## config.mk

```make
export PLATFORM = sky130hd
export DESIGN_NAME = opnd2_shifter
export DESIGN_NICKNAME = d
export VERILOG_FILES = /design/src/rtl/opnd2_pkg.sv /design/src/rtl/opnd2_decode.sv /design/src/rtl/opnd2_shift.sv /design/src/rtl/opnd2_shifter.sv
export SDC_FILE = /design/constraint.sdc
export NUM_CORES = 1
export LEC_CHECK = 0
export ABC_AREA = 1
export BUFFER_PORTS_ARGS = -buffer_cell sky130_fd_sc_hd__buf_2
export CORE_ASPECT_RATIO = 0.8
export CORE_MARGIN = 1
export CORE_UTILIZATION = 57
export DETAILED_ROUTE_END_ITERATION = 10
export PLACE_DENSITY = 0.81
export SYNTH_ARGS = -nofsm -noshare
export SYNTH_HDL_FRONTEND = slang
export SYNTH_SLANG_ARGS = --single-unit
```

## constraint.sdc

```tcl
create_clock -name vclk -period 1.9
set_clock_uncertainty 0.05 [all_clocks]
set_input_delay 0 -clock vclk [all_inputs]
set_output_delay 0 -clock vclk [all_outputs]
set_load 0.005 [all_outputs]
```

## src/rtl/opnd2_pkg.sv

```systemverilog
package opnd2_pkg;
  localparam int SHAMT_W = 8;

  typedef enum logic [1:0] {
    SH_LSL = 2'b00,
    SH_LSR = 2'b01,
    SH_ASR = 2'b10,
    SH_ROR = 2'b11
  } shiftKind_e;

  // strobes from decoder to datapath
  typedef struct packed {
    logic               useImm8;   // source is the zero-extended constant
    shiftKind_e         kind;
    logic [SHAMT_W-1:0] amount;    // effective count, full width already resolved
    logic               passThru;  // count of zero: value and carry unchanged
    logic               extRot;    // one-bit rotate through carry
  } shiftCtrl_t;
endpackage

```

## src/rtl/opnd2_decode.sv

```systemverilog
module opnd2_decode
  import opnd2_pkg::*;
#(
  parameter int DATA_W  = 32,
  parameter int FIELD_W = 12,
  parameter int IMM_W   = 8,
  parameter int ROT_W   = 4
) (
  input  logic               immSel,
  input  logic [FIELD_W-1:0] opField,
  input  logic [SHAMT_W-1:0] rsAmt,
  output shiftCtrl_t         ctrl
);
  localparam int SH_W      = $clog2(DATA_W);
  localparam int SRC_BIT   = 4;
  localparam int TYPE_LSB  = 5;
  localparam int SHIMM_LSB = FIELD_W - SH_W;

  logic [SH_W-1:0]  fieldCount;
  logic [ROT_W-1:0] rotCount;
  shiftKind_e       regKind;

  assign fieldCount = opField[SHIMM_LSB +: SH_W];
  assign rotCount   = opField[IMM_W +: ROT_W];
  assign regKind    = shiftKind_e'(opField[TYPE_LSB +: 2]);

  always_comb begin
    ctrl = '0;
    if (immSel) begin
      ctrl.useImm8  = 1'b1;
      ctrl.kind     = SH_ROR;
      ctrl.amount   = SHAMT_W'({rotCount, 1'b0});
      ctrl.passThru = (rotCount == '0);
    end else begin
      ctrl.kind = regKind;
      if (opField[SRC_BIT]) begin
        ctrl.amount   = rsAmt;
        ctrl.passThru = (rsAmt == '0);
      end else if (fieldCount != '0) begin
        ctrl.amount = SHAMT_W'(fieldCount);
      end else begin
        unique case (regKind)
          SH_LSL:         ctrl.passThru = 1'b1;
          SH_LSR, SH_ASR: ctrl.amount   = SHAMT_W'(DATA_W);
          SH_ROR:         ctrl.extRot   = 1'b1;
          default:        ctrl.passThru = 1'b1;
        endcase
      end
    end
  end
endmodule

```

## src/rtl/opnd2_shift.sv

```systemverilog
module opnd2_shift
  import opnd2_pkg::*;
#(
  parameter int DATA_W = 32,
  parameter int IMM_W  = 8
) (
  input  shiftCtrl_t        ctrl,
  input  logic [IMM_W-1:0]  imm8,
  input  logic [DATA_W-1:0] rmVal,
  input  logic              carryIn,
  output logic [DATA_W-1:0] result,
  output logic              carryOut
);
  localparam logic [SHAMT_W-1:0] FULL     = SHAMT_W'(DATA_W);
  localparam logic [SHAMT_W-1:0] BEYOND   = SHAMT_W'(DATA_W + 1);
  localparam logic [SHAMT_W-1:0] ROT_MASK = SHAMT_W'(DATA_W - 1);

  logic [DATA_W-1:0]        src;
  logic [SHAMT_W-1:0]       clampAmt, asrAmt, rorAmt;
  logic [2*DATA_W+1:0]      lslWide;
  logic [DATA_W:0]          lsrWide;
  logic signed [DATA_W:0]   asrWide;
  logic [2*DATA_W-1:0]      rorWide;

  assign src      = ctrl.useImm8 ? {{(DATA_W-IMM_W){1'b0}}, imm8} : rmVal;
  assign clampAmt = (ctrl.amount > FULL) ? BEYOND : ctrl.amount;
  assign asrAmt   = (ctrl.amount > FULL) ? FULL : ctrl.amount;
  assign rorAmt   = ctrl.amount & ROT_MASK;

  // bit DATA_W of the left product and bit 0 of the right products hold the last bit out
  assign lslWide = {{(DATA_W+2){1'b0}}, src} << clampAmt;
  assign lsrWide = {src, 1'b0} >> clampAmt;
  assign asrWide = $signed({src, 1'b0}) >>> asrAmt;
  assign rorWide = {src, src} >> rorAmt;

  always_comb begin
    result   = src;
    carryOut = carryIn;
    if (ctrl.passThru) begin
      result   = src;
      carryOut = carryIn;
    end else if (ctrl.extRot) begin
      result   = {carryIn, src[DATA_W-1:1]};
      carryOut = src[0];
    end else begin
      unique case (ctrl.kind)
        SH_LSL: begin
          result   = lslWide[DATA_W-1:0];
          carryOut = lslWide[DATA_W];
        end
        SH_LSR: begin
          result   = lsrWide[DATA_W:1];
          carryOut = lsrWide[0];
        end
        SH_ASR: begin
          result   = asrWide[DATA_W:1];
          carryOut = asrWide[0];
        end
        SH_ROR: begin
          result   = rorWide[DATA_W-1:0];
          carryOut = rorWide[DATA_W-1];
        end
        default: begin
          result   = src;
          carryOut = carryIn;
        end
      endcase
    end
  end
endmodule

```

## src/rtl/opnd2_shifter.sv

```systemverilog
module opnd2_shifter
  import opnd2_pkg::*;
#(
  parameter int DATA_W  = 32,
  parameter int FIELD_W = 12,
  parameter int IMM_W   = 8,
  parameter int ROT_W   = 4
) (
  input  logic               immSel,
  input  logic [FIELD_W-1:0] opField,
  input  logic [DATA_W-1:0]  rmVal,
  input  logic [DATA_W-1:0]  rsVal,
  input  logic               carryIn,
  output logic [DATA_W-1:0]  operandOut,
  output logic               carryOut
);
  shiftCtrl_t ctrlBus;
  logic       unusedRsHigh;

  assign unusedRsHigh = ^rsVal[DATA_W-1:SHAMT_W];

  opnd2_decode #(
    .DATA_W(DATA_W), .FIELD_W(FIELD_W), .IMM_W(IMM_W), .ROT_W(ROT_W)
  ) decodeUnit (
    .immSel (immSel),
    .opField(opField),
    .rsAmt  (rsVal[SHAMT_W-1:0]),
    .ctrl   (ctrlBus)
  );

  opnd2_shift #(
    .DATA_W(DATA_W), .IMM_W(IMM_W)
  ) shiftUnit (
    .ctrl    (ctrlBus),
    .imm8    (opField[IMM_W-1:0]),
    .rmVal   (rmVal),
    .carryIn (carryIn),
    .result  (operandOut),
    .carryOut(carryOut)
  );
endmodule

```

==> summary.md, run 1 <==
| Metric | Value |
|---|---|
| Synth Area in Compound Gates | `20.57%` |
| Post-Syn Area | `8771 sq um` |
| Syn Inst Count | `1862` |
| Xor/xnor cell area share of the yosys netlist | `0%` |
| Outcome | `aborted with a tool error` |
| Rows | `40` |
| Top post-synthesis cells by count | `658 x nand2_1, 446 x nand3_1, 110 x o21ai_0` |
| Number of port buffers | `87` |
| Last stage | `5_1_grt` |
| Post-synth top area share | `28.16%` |
| Syn Area/Cell | `4.710 sq um` |
| Post-Synth Simple-Gate Area | `between 60% and 70%` |
| Post-synthesis mux area share | `1.369%` |
| Mapped Nets | `around 2000` |
| Leading area contributor after synthesis | `nand2_1` |
| Largest family of logic cells by synthesized area | `simple AND/OR/NAND/NOR gates` |
| GPL Wtd Cong | `roughly 1.4` |
| Adder-Cell Fraction of Synth Area | `0.2853%` |
| Number of global-route vias before repair | `21340` |
| Yosys warns | `0` |
| Largest net degree at the start of global routing | `45` |
| Area after DPL | `11620 sq um` |
| Top cells by area, synth | `nand2_1 28%, nand3_1 25%, o211ai_1 7.2%` |
| Netlist cell types | `40` |
| Err | `[ERROR GRT-0116] Global routing finished with congestion. Check the congestion regions in the DRC Viewer.` |
| Most common cell in the netlist | `nand2_1` |
| Overflow after GRT | `about 1200` |
| Sequential area share after synthesis | `0%` |
| First-pass GRT wire length | `roughly 120000 microns` |
| Ports | `roughly 110` |
| Die Width | `140.7 microns` |
| Hpwl dp | `41660 microns` |
| Total track usage | `99.35%` |
| Die H | `113.0 microns` |
| Initial Utilization | `58.42%` |
logic make-up after synthesis:
group / after synthesis
AND/OR/NAND/NOR: 1309
multiplexers: 12
adder cells (fa/ha/maj): 2
AO/OA/AOI/OAI: 305
buffers and inverters: 234
per-stage QoR:
step | hold slack (ns) | setup TNS [ns] | std cells | worst slack (ns) | utilization [%]
2_1_floorplan | 0.04730 | -0.3686 | 1862 | -0.06073 | -
3_3_place_gp | 0.2286 | -23.06 | 2322 | -0.8214 | 77.37
3_5_place_dp | 0.2526 | -27.47 | 2322 | -0.9535 | 77.37
4_1_cts | 0.2551 | -21.28 | 2365 | -0.7220 | 88.94
what timing repair did:
item,4_1_cts
pin swaps,104
hold buffers,0
setup endpoints to repair,33
buffers inserted,31
cloned,13
gates resized for setup,299
layer usage:
metal	overflow	track usage, %
met5	13	70.59
met4	263	109.3
met3	83	83.03
met2	759	121.4
met1	57	91.08
==> run 2: changes to the inputs <==
- CORE_ASPECT_RATIO: 0.8 -> default
- CORE_UTILIZATION: 57 -> 40
- PLACE_DENSITY: 0.81 -> default
- PLACE_DENSITY_LB_ADDON: default -> 0.15
- clock period: 1.9 -> 2.45 ns (I/O delays scaled with it)
==> run 2 against run 1 <==
Effect of this change:
- the flow now finishes, with violations (negative setup slack)
- synthesized cell count stayed put
- area after synthesis stayed put
==> summary.md, run 2 <==
| Metric | Value |
|---|---|
| Crit-path slowest cell | `ha_4` |
| Fin crit period | `2.917 ns` |
| Clk pwr share | `0%` |
| Commonest cells after routing, fill and taps aside | `556 x nand2_1, 333 x buf_4, 323 x nand3_1, 113 x nand3_2, 96 x nor2_1` |
| Final hold vios | `0` |
| Critical path buffers and inverters | `8` |
| RSZ-0062 raised after global routing | `true` |
| Top cells by area, synth | `nand2_1 28%, nand3_1 25%, o211ai_1 7.2%` |
| Initial Utilization | `41.20%` |
| Worst Hold Depth | `4` |
| Register area | `0 sq um` |
| Die ar. | `between 20000 and 25000 sq um` |
| Power share of the combinational group | `100.0%` |
| Fillers | `2032` |
| DR pass1 iterations | `10` |
| Post-layout worst setup margin | `-0.4669 ns` |
| Mapped Nets | `1942` |
| Maximum VDD drop | `219.8 uV` |
| Number of port buffers | `87` |
| CP required | `about 2.4 ns` |
| Total track usage | `50.27%` |
| Int Pwr | `2.000 mW` |
| Sequential area share after synthesis | `0%` |
| Reg power frac | `0%` |
| Ports | `111` |
| Sw Ratio | `just over 60%` |
| Via count | `15970` |
| Top cell by count, worst path | `nand2_1` |
| GPL Wtd Cong | `1.217` |
| Netlist cell types | `40` |
| Most common cell after layout, fill and taps aside | `nand2_1` |
| Crit path max fanout | `17` |
| Layout cell share with drive strength beyond 1 | `between 30% and 40%` |
| Outcome | `finished, violations left` |
| Leakage | `7.361 nW` |
| Post-Syn Area | `8771 sq um` |
| Max_slew headroom | `a little under three fifths` |
| Post-route core utilization | `67.11%` |
| Clock buffer cells | `0` |
| Antenna-violating nets left | `0` |
| CP arrival | `between 2 and 3 ns` |
| Leading area contributor after synthesis | `nand2_1` |
| DR vias/cell | `6.400` |
| Syn Area/Cell | `4.710 sq um` |
| CP delay by family, top | `simple AND/OR/NAND/NOR gates` |
| Multi-input gate area | `9206 sq um` |
| Post-synth top area share | `28.16%` |
| Antenna diode count | `0` |
| Initial drt markers | `2460` |
| Hold WC Path Type | `primary input to primary output` |
| Final cycle utilization of the critical path | `119.1%` |
| Overflow after GRT | `0` |
| First-pass GRT wire length | `84300 microns` |
| CP Class | `primary input to primary output` |
| Final nets | `2302` |
| Net Sw Power | `3.183 mW` |
| Most common cell in the netlist | `nand2_1` |
| Failing checks | `negative setup slack` |
| Endpoints failing setup | `33` |
| Critical Path Sink Type | `primary output` |
| Pwr dens | `362.8 nW/um^2` |
| Max-Cap Viols | `0` |
| WP depth | `23` |
| TNS Setup | `-8.829 ns` |
| CP max stage delay | `0.26 ns` |
| Crit start category | `primary input` |
| Yosys warns | `0` |
| Die Width | `150.1 microns` |
| Die H | `150.1 microns` |
| FMAX | `roughly 0.34 GHz` |
| Area growth, synth to finish | `62.88%` |
| Top post-synthesis cells by count | `658 x nand2_1, 446 x nand3_1, 110 x o21ai_0` |
| # DRC | `0` |
| Syn Inst Count | `around 1900` |
| CP Cell Sequence | `buf_8 > inv_4 > ha_4 > inv_4 > nor2_4 > nand4_4 > nand3_4 > buf_12 > buf_12 > nand2_1 > buf_4 > nor2_1 > a21oi_2 > nand2_1 > nand3_2 > nand2_1 > nor2_1 > o21ai_1 > nand2_1 > o21ai_2 > buf_4 > nand2_1 > buf_2` |
| Rows | `53` |
| CORE AREA | `21290 sq um` |
| Number of global-route vias before repair | `14220` |
| Routed len/inst | `23.96 microns` |
| Routed WL | `roughly 60000 microns` |
| Largest net degree at the start of global routing | `46` |
| Slew @ Worst Pin | `0.6359 ns` |
| Seq Cell Count | `0` |
| Hpwl dp | `roughly 45000 microns` |
| Dpl ws | `-0.5088 ns` |
| Max Slew Vio Count | `0` |
| Initial antenna violation count | `0` |
## run 2: cell families (layout without fill, tap and decap cells)
group | after synthesis | after routing | synth area share, %
and+or+nand+nor | 1309 | 1310 | 65.93
buffers and inverters | 234 | 591 | 11.84
adders and majority gates | 2 | 2 | 0.2853
muxes | 12 | 12 | 1.370
AOI/OAI and AO/OA | 305 | 305 | 20.57
## run 2: per-layer routing
layer	routed length [microns]	share of wire (%)	GRT usage, %	vias to the layer above
met5	0	0	0	-
li1	-	-	-	7048
met2	24160	40	74.49	1319
met1	21360	36	62.02	7226
met3	8732	15	15.15	374
met4	5522	9.2	34.29	0
## run 2: area by class of cell
class | instances | area share (%)
Inverter | 88 | 2.505
Multi-Input combinational cell | 1629 | 64.44
Tap cell | 275 | 2.408
Timing Repair Buffer | 503 | 30.64
## run 2: worst paths after layout
kind | startpoint | endpoint | slack, ns
max | opField[5] | operandOut[17] | -0.47
min | carryIn | carryOut | 0.28
## run 2: timing repair
action | 4_1_cts | 5_1_grt
pin swaps | 71 | 91
endpoints found under the setup margin | 33 | 33
hold buffers | 0 | 0
setup buffers | 34 | 35
gates resized for setup | 291 | 199
gates cloned | 8 | 4
## run 2: through the flow
stage / power (mW) / instances / area [sq um] / hold WS [ns]
2_1_floorplan: 2.264 / 1862 / 8771 / 0.04730
3_3_place_gp: 4.078 / 2421 / 11790 / 0.2544
3_5_place_dp: 4.096 / 2421 / 11790 / 0.2584
4_1_cts: 4.585 / 2463 / 13270 / 0.2554
5_1_grt: 5.413 / 2495 / 14290 / 0.2940
6_report: 5.183 / 2495 / 14290 / 0.2759
## run 2: power groups by stage
| stage | sequential [mW] | combinational, mW | clock (mW) |
|---|---|---|---|
| floorplan | 0 | 2.26 | 0 |
| global placement | 0 | 4.08 | 0 |
| detailed placement | 0 | 4.10 | 0 |
| CTS | 0 | 4.58 | 0 |
| global route | 0 | 5.41 | 0 |
| finish | 0 | 5.18 | 0 |
## run 2: worst min-delay path: cells and delay by family
family / cells / cell delay, ns
buffers and inverters: 2 / 0.20
AND/OR/NAND/NOR: 2 / 0.12
Note: power is estimated with default switching activity, not from simulation.
